--- src/rtl/ic_pkg.sv ---
package ic_pkg;

    localparam int IC_PRIO_W = 3;
    localparam int IC_BANK_W = 32;
    localparam int IC_ADDR_W = 10;

    // Per-source configuration word; edge_sel sits in bit 0
    typedef struct packed {
        logic [IC_PRIO_W-1:0] level;
        logic                 edge_sel;
    } src_cfg_t;

    localparam int IC_CFG_W = $bits(src_cfg_t);

    localparam logic [IC_ADDR_W-1:0] A_CTRL     = 10'h000;
    localparam logic [IC_ADDR_W-1:0] A_SRST     = 10'h004;
    localparam logic [IC_ADDR_W-1:0] A_VEC      = 10'h008;
    localparam logic [IC_ADDR_W-1:0] A_EOI      = 10'h00C;
    localparam logic [IC_ADDR_W-1:0] A_SET_BASE = 10'h040;
    localparam logic [IC_ADDR_W-1:0] A_CLR_BASE = 10'h060;
    localparam logic [IC_ADDR_W-1:0] A_CFG_BASE = 10'h200;

    function automatic logic [IC_ADDR_W-1:0] set_addr(input int b);
        return A_SET_BASE + IC_ADDR_W'(4 * b);
    endfunction

    function automatic logic [IC_ADDR_W-1:0] clr_addr(input int b);
        return A_CLR_BASE + IC_ADDR_W'(4 * b);
    endfunction

    function automatic logic [IC_ADDR_W-1:0] cfg_addr(input int n);
        return A_CFG_BASE + IC_ADDR_W'(8 * n);
    endfunction

endpackage

--- src/rtl/ic_src_cell.sv ---
module ic_src_cell
    import ic_pkg::*;
(
    input  logic     clk_i,
    input  logic     rst_i,
    input  logic     clr_i,
    input  logic     src_i,
    input  logic     en_set_i,
    input  logic     en_clr_i,
    input  logic     cfg_we_i,
    input  src_cfg_t cfg_wdata_i,
    output logic     en_o,
    output src_cfg_t cfg_o,
    output logic     pend_o
);

    logic src_q;
    logic edge_q;

    always_ff @(posedge clk_i) begin
        if (rst_i || clr_i) begin
            en_o   <= 1'b0;
            cfg_o  <= '0;
            src_q  <= 1'b0;
            edge_q <= 1'b0;
        end else begin
            src_q <= src_i;
            if (en_set_i)
                en_o <= 1'b1;
            else if (en_clr_i)
                en_o <= 1'b0;
            if (cfg_we_i)
                cfg_o <= cfg_wdata_i;
            // any config write with the edge bit low drops a captured edge
            if (cfg_we_i && !cfg_wdata_i.edge_sel)
                edge_q <= 1'b0;
            else if (cfg_o.edge_sel && src_i && !src_q)
                edge_q <= 1'b1;
        end
    end

    assign pend_o = en_o & (cfg_o.edge_sel ? edge_q : src_i);

endmodule

--- src/rtl/ic_prio_pick.sv ---
module ic_prio_pick
    import ic_pkg::*;
#(
    parameter int NSRC  = 64,
    parameter int IDX_W = 7
) (
    input  logic [NSRC-1:0]      pend_i,
    input  logic [IC_PRIO_W-1:0] level_i [NSRC],
    output logic                 valid_o,
    output logic [IDX_W-1:0]     idx_o,
    output logic [IC_PRIO_W-1:0] level_o
);

    always_comb begin
        logic                 v;
        logic [IDX_W-1:0]     ix;
        logic [IC_PRIO_W-1:0] lv;
        v  = 1'b0;
        ix = '0;
        lv = '0;
        // strict compare keeps the lowest index on equal levels
        for (int i = 0; i < NSRC; i++) begin
            if (pend_i[i] && (!v || level_i[i] > lv)) begin
                v  = 1'b1;
                ix = IDX_W'(i);
                lv = level_i[i];
            end
        end
        valid_o = v;
        idx_o   = ix;
        level_o = lv;
    end

endmodule

--- src/rtl/irq_ctrl_top.sv ---
module irq_ctrl_top
    import ic_pkg::*;
#(
    parameter int NSRC = 64
) (
    input  logic                 clk_i,
    input  logic                 rst_i,
    input  logic [NSRC-1:0]      src_i,
    input  logic [IC_ADDR_W-1:0] bus_addr_i,
    input  logic                 bus_wr_i,
    input  logic [31:0]          bus_wdata_i,
    input  logic                 bus_rd_i,
    output logic [31:0]          bus_rdata_o,
    output logic                 irq_o
);

    localparam int NBANK = NSRC / IC_BANK_W;
    localparam int IDX_W = $clog2(NSRC) + 1;

    logic [NSRC-1:0]      en_q;
    logic [NSRC-1:0]      pend;
    src_cfg_t             cfg_q [NSRC];
    logic [IC_PRIO_W-1:0] lvl [NSRC];
    src_cfg_t             cfg_wr;

    logic                 soft_clr;
    logic                 wr_ctrl;
    logic                 wr_eoi;
    logic                 rd_vec;
    logic                 gen_q;
    logic                 busy_q;
    logic [IC_PRIO_W-1:0] svc_lvl_q;
    logic                 irq_q;

    logic                 pick_valid;
    logic [IDX_W-1:0]     pick_idx;
    logic [IC_PRIO_W-1:0] pick_level;

    assign soft_clr = bus_wr_i && (bus_addr_i == A_SRST) && bus_wdata_i[0];
    assign wr_ctrl  = bus_wr_i && (bus_addr_i == A_CTRL);
    assign wr_eoi   = bus_wr_i && (bus_addr_i == A_EOI);
    assign rd_vec   = bus_rd_i && (bus_addr_i == A_VEC);
    assign cfg_wr   = bus_wdata_i[IC_CFG_W-1:0];

    for (genvar n = 0; n < NSRC; n++) begin : g_src
        localparam int B = n / IC_BANK_W;
        localparam int K = n % IC_BANK_W;
        logic set_s;
        logic clr_s;
        logic cfg_s;

        assign set_s = bus_wr_i && (bus_addr_i == set_addr(B)) && bus_wdata_i[K];
        assign clr_s = bus_wr_i && (bus_addr_i == clr_addr(B)) && bus_wdata_i[K];
        assign cfg_s = bus_wr_i && (bus_addr_i == cfg_addr(n));

        ic_src_cell u_cell (
            .clk_i      (clk_i),
            .rst_i      (rst_i),
            .clr_i      (soft_clr),
            .src_i      (src_i[n]),
            .en_set_i   (set_s),
            .en_clr_i   (clr_s),
            .cfg_we_i   (cfg_s),
            .cfg_wdata_i(cfg_wr),
            .en_o       (en_q[n]),
            .cfg_o      (cfg_q[n]),
            .pend_o     (pend[n])
        );

        assign lvl[n] = cfg_q[n].level;
    end

    ic_prio_pick #(
        .NSRC (NSRC),
        .IDX_W(IDX_W)
    ) u_pick (
        .pend_i (pend),
        .level_i(lvl),
        .valid_o(pick_valid),
        .idx_o  (pick_idx),
        .level_o(pick_level)
    );

    always_ff @(posedge clk_i) begin
        if (rst_i || soft_clr) begin
            gen_q     <= 1'b0;
            busy_q    <= 1'b0;
            svc_lvl_q <= '0;
            irq_q     <= 1'b0;
        end else begin
            if (wr_ctrl)
                gen_q <= bus_wdata_i[0];
            if (wr_eoi)
                busy_q <= 1'b0;
            else if (rd_vec && pick_valid) begin
                busy_q    <= 1'b1;
                svc_lvl_q <= pick_level;
            end
            irq_q <= gen_q && pick_valid && (!busy_q || pick_level > svc_lvl_q);
        end
    end

    assign irq_o = irq_q;

    always_comb begin
        bus_rdata_o = '0;
        if (bus_addr_i == A_CTRL)
            bus_rdata_o[0] = gen_q;
        if (bus_addr_i == A_VEC)
            bus_rdata_o[IDX_W-1:0] = pick_valid ? pick_idx : IDX_W'(NSRC);
        for (int b = 0; b < NBANK; b++) begin
            if (bus_addr_i == set_addr(b) || bus_addr_i == clr_addr(b))
                bus_rdata_o = en_q[b*IC_BANK_W +: IC_BANK_W];
        end
        for (int n = 0; n < NSRC; n++) begin
            if (bus_addr_i == cfg_addr(n))
                bus_rdata_o[IC_CFG_W-1:0] = cfg_q[n];
        end
    end

endmodule

--- config.mk ---
export PLATFORM = sky130hd
export DESIGN_NAME = irq_ctrl_top
export DESIGN_NICKNAME = d
export VERILOG_FILES = /design/src/rtl/ic_pkg.sv /design/src/rtl/ic_src_cell.sv /design/src/rtl/ic_prio_pick.sv /design/src/rtl/irq_ctrl_top.sv
export SDC_FILE = /design/constraint.sdc
export NUM_CORES = 1
export LEC_CHECK = 0
export ABC_AREA = 1
export ABC_CLOCK_PERIOD_IN_PS = 151500
export BUFFER_PORTS_ARGS = -buffer_cell sky130_fd_sc_hd__buf_4
export CAP_MARGIN = 5
export CORE_MARGIN = 5
export CORE_UTILIZATION = 40
export CTS_CLUSTER_SIZE = 25
export DETAILED_ROUTE_END_ITERATION = 8
export PLACE_DENSITY = 0.62
export SLEW_MARGIN = 15
export SYNTH_ARGS = -nofsm -noshare
export SYNTH_HDL_FRONTEND = slang
export SYNTH_HIERARCHICAL = 1
export SYNTH_SLANG_ARGS = --single-unit
--- constraint.sdc ---
create_clock -name clk_i -period 151.5 [get_ports clk_i]
set_input_delay 30.3 -clock clk_i [delete_from_list [all_inputs] [get_ports clk_i]]
set_output_delay 30.3 -clock clk_i [all_outputs]
set_load 0.005 [all_outputs]
==> summary.txt <==
share of the synthesized area in the top cell type = 30.4%
cells resized by post-CTS repair = 0
antenna-violating nets left = 0
FF-to-FF path depth = 570
top achievable clock speed = 7.13 MHz
placed wire-length estimate after detailed placement = 76.4 mm
relative slew slack = 26.1%
site row count = 100
routed length per placed instance = 16.5 µm
hold bufs inserted after CTS = 0
worst slew pin tran = 1110 ps
post-DR vias/cell = 5.04
worst hold-check path type = reg2reg
count of pins over their slew limit = 0
CP Max Fanout = 9
core footprint = 74200 µm²
Area Growth Syn to Fin = 13.7%
Worst-Skew Late Latency = 610 ps
run status = finished, final reports clean
post-layout min period = 140240 ps
Worst Clk Skew = 17.4 ps
worst reg2reg path startpoint = g_src[0].u_cell/cfg_o[0]
largest net degree at the start of global routing = 51
router iterations before antenna repair = 6
clock sink total = 454
worst reg-to-reg setup slack = 75500 ps
number of violations reported at the end of detailed-routing iteration 0 = 2423
LEAKAGE = 15.8 nW
IR drop worst, VDD = 0.00000736 V
gr usage total = 23.8%
Net Count, Synth = 5152
period utilization = 92.6%
Worst Setup Slack post-DPL = 12740 ps
Min-Delay Startpoint = g_src[59].u_cell/edge_q
Gate Count Post-Synth = 4905
die outline width = 283 µm
GRT overflow = 0
reg-to-reg critical path endpoint = irq_o
class of the most critical setup path = in2out
data arrival at the endpoint of the critical path = 109940 ps
number of setup violations in the final report = 0
CP endpoint kind = primary output
# Post-CTS Setup Buffers = 0
Finished Cell Area = 34000 µm²
worst-case clock buffer depth = 3
Data required, critical path = 121200 ps
category of the worst setup path launch point = input pin
leading post-synthesis cells by cell area = sky130_fd_sc_hd__dfxtp_1, sky130_fd_sc_hd__nand2_1, sky130_fd_sc_hd__inv_1, sky130_fd_sc_hd__nor2_1, sky130_fd_sc_hd__a21oi_1
number of distinct library cells after synthesis = 45
CTS Buf Count = 51
Critical path origin = src_i[0]
final hold slack = 446 ps
most frequent cells in the layout = sky130_fd_sc_hd__nand2_1, sky130_fd_sc_hd__inv_1, sky130_fd_sc_hd__nor2_1
remaining routing DRC violations = 0
slowest library cell on the worst path = sky130_fd_sc_hd__ha_1
Synth Cell Area = 29900 µm²
total power divided by cell area = 7.89 nW/µm²
die area = 80300 µm²
cell occurring most often along the worst timing path = sky130_fd_sc_hd__o21ai_0
ratio of cells with drive above 1 in the final layout = 13.3%
total cell area at the placement stage = 32100 µm²
maximum capacitance violations = 0
clk root buf = sky130_fd_sc_hd__clkbuf_16
overall power after layout = 0.268 mW
CP max stage delay = 330 ps
via count of the first global-routing pass = 27900
deepest level of the CTS H-tree = 2
number of endpoints with negative hold slack in the final report = 0
commonest non-fill, non-tap cell in the layout = sky130_fd_sc_hd__nand2_1
weighted congestion reported at the end of routability-driven placement = 0.963
Yosys warnings = 6
wire length of the first global-routing pass = 155 mm
clock transition time at the flip-flop clock pins of the worst setup and hold paths = 50 ps
aggregate negative setup slack = 0 ps
number of I/O pins = 143
net count reported at finish = 5326
post-route worst setup slack = 11260 ps
vias after detailed routing = 30700
starting utilization of the core area = 40.3%
Mapped Avg Cell Area = 6.09 µm²
Synth Register Bits = 454
antenna violations before repair = 8
worst hold stages = 2
count of input and output buffers = 142
clock tree from TritonCTS = yes
Detailed Route WL = 101 mm
post-synthesis cell type with the largest combined area = sky130_fd_sc_hd__dfxtp_1
setup repair after global routing missed its margin = false
post-synthesis sequential area ratio = 30.4%
Endpoint, Worst Hold = g_src[59].u_cell/edge_q
die span in y = 283 µm
## state kept, by name, summed over array words and instances, names as in the netlist
name	cells
busy_q	1
g_src.u_cell/cfg_o	256
g_src.u_cell/edge_q	64
g_src.u_cell/en_o	64
g_src.u_cell/src_q	64
gen_q	1
irq_o	1
svc_lvl_q	3
## worst max-delay path by stage
stage,endpoint,slack (ps),depth (start not counted)
floorplan,bus_rdata_o[2],24410,609
global placement,bus_rdata_o[3],14840,600
CTS,bus_rdata_o[3],12340,605
detailed placement,bus_rdata_o[3],12740,601
global route,bus_rdata_o[3],1860,605
finish,bus_rdata_o[3],11260,603
## power breakdown
part / switching (mW) / total (mW) / internal (mW)
logic: 0.0104 / 0.0143 / 0.00394
clock network: 0.0547 / 0.133 / 0.0785
registers: 0.000246 / 0.121 / 0.120
total: 0.0653 / 0.268 / 0.203
## cell usage after synthesis
master / n
sky130_fd_sc_hd__buf_4: 2
sky130_fd_sc_hd__o21ai_2: 2
sky130_fd_sc_hd__a31oi_1: 23
sky130_fd_sc_hd__nor4_1: 1
sky130_fd_sc_hd__or2_0: 2
sky130_fd_sc_hd__a211oi_1: 2
sky130_fd_sc_hd__or2_2: 40
sky130_fd_sc_hd__nor3_1: 34
sky130_fd_sc_hd__bufinv_8: 1
sky130_fd_sc_hd__or2_1: 5
sky130_fd_sc_hd__o21a_1: 1
sky130_fd_sc_hd__or3b_2: 1
sky130_fd_sc_hd__ha_1: 137
sky130_fd_sc_hd__nor2_2: 74
sky130_fd_sc_hd__or3b_1: 1
sky130_fd_sc_hd__nand2_2: 155
sky130_fd_sc_hd__a21o_1: 17
sky130_fd_sc_hd__and2_2: 1
sky130_fd_sc_hd__conb_1: 1
sky130_fd_sc_hd__nand2_1: 1226
sky130_fd_sc_hd__nor2_4: 2
sky130_fd_sc_hd__and2_1: 6
sky130_fd_sc_hd__o211ai_1: 4
sky130_fd_sc_hd__nand3b_1: 2
sky130_fd_sc_hd__dfxtp_1: 454
sky130_fd_sc_hd__a21o_2: 1
sky130_fd_sc_hd__o21ai_1: 9
sky130_fd_sc_hd__a22o_1: 25
sky130_fd_sc_hd__o21ai_0: 280
sky130_fd_sc_hd__nand4_1: 66
sky130_fd_sc_hd__nand2_4: 9
sky130_fd_sc_hd__inv_1: 856
sky130_fd_sc_hd__or3_1: 1
sky130_fd_sc_hd__nor2_8: 1
sky130_fd_sc_hd__a21oi_1: 419
sky130_fd_sc_hd__a22oi_1: 2
sky130_fd_sc_hd__nand3_1: 180
sky130_fd_sc_hd__buf_2: 3
sky130_fd_sc_hd__clkbuf_1: 29
sky130_fd_sc_hd__a21boi_0: 4
sky130_fd_sc_hd__buf_1: 3
sky130_fd_sc_hd__nand3_2: 62
sky130_fd_sc_hd__a21oi_2: 1
sky130_fd_sc_hd__inv_2: 79
sky130_fd_sc_hd__nor2_1: 681
## cell families (layout without fill, tap and decap cells)
logic type / count (synthesis) / count (layout) / synth area share (%)
adder cells (fa/ha/maj): 137 / 137 / 5.74
buffers and inverters: 973 / 1190 / 12.3
AND/OR/NAND/NOR: 2550 / 2550 / 37.6
AO/OA/AOI/OAI: 790 / 790 / 13.9
flip-flops: 454 / 454 / 30.4
other: 1 / 4 / 0.0126
## layer usage
layer	part of all wire (%)	global-route usage, %
met5	0.046	0
met3	7.3	3.66
met1	46	33.4
met2	44	38.3
met4	2.8	6.62
## critical path, delay by kind of cell
| kind | cells | cell delay (ps) |
|---|---|---|
| simple gates | 310 | 28780 |
| compound gates | 162 | 27240 |
| fa+ha+maj | 63 | 19400 |
| buf+inv | 68 | 4140 |
## per-stage QoR
stage | cells | utilization [%]
floorplan | 4905 | -
global placement | 5995 | 43.3
detailed placement | 5995 | 43.3
CTS | 6091 | 45.8
global route | 6091 | 45.8
finish | 6094 | 45.8
## layout make-up
type / count / area, µm²
Timing Repair Buffer: 158 / 1190
Clock buffer: 68 / 1500
Sequential cell: 454 / 9090
Tap cell: 969 / 1210
Clock inverter: 28 / 308
Inverter: 936 / 3530
Fill cell: 7772 / 40200
Antenna cell: 3 / 7.51
Multi-Input combinational cell: 3478 / 17100
Note: power is estimated with default switching activity, not from simulation.
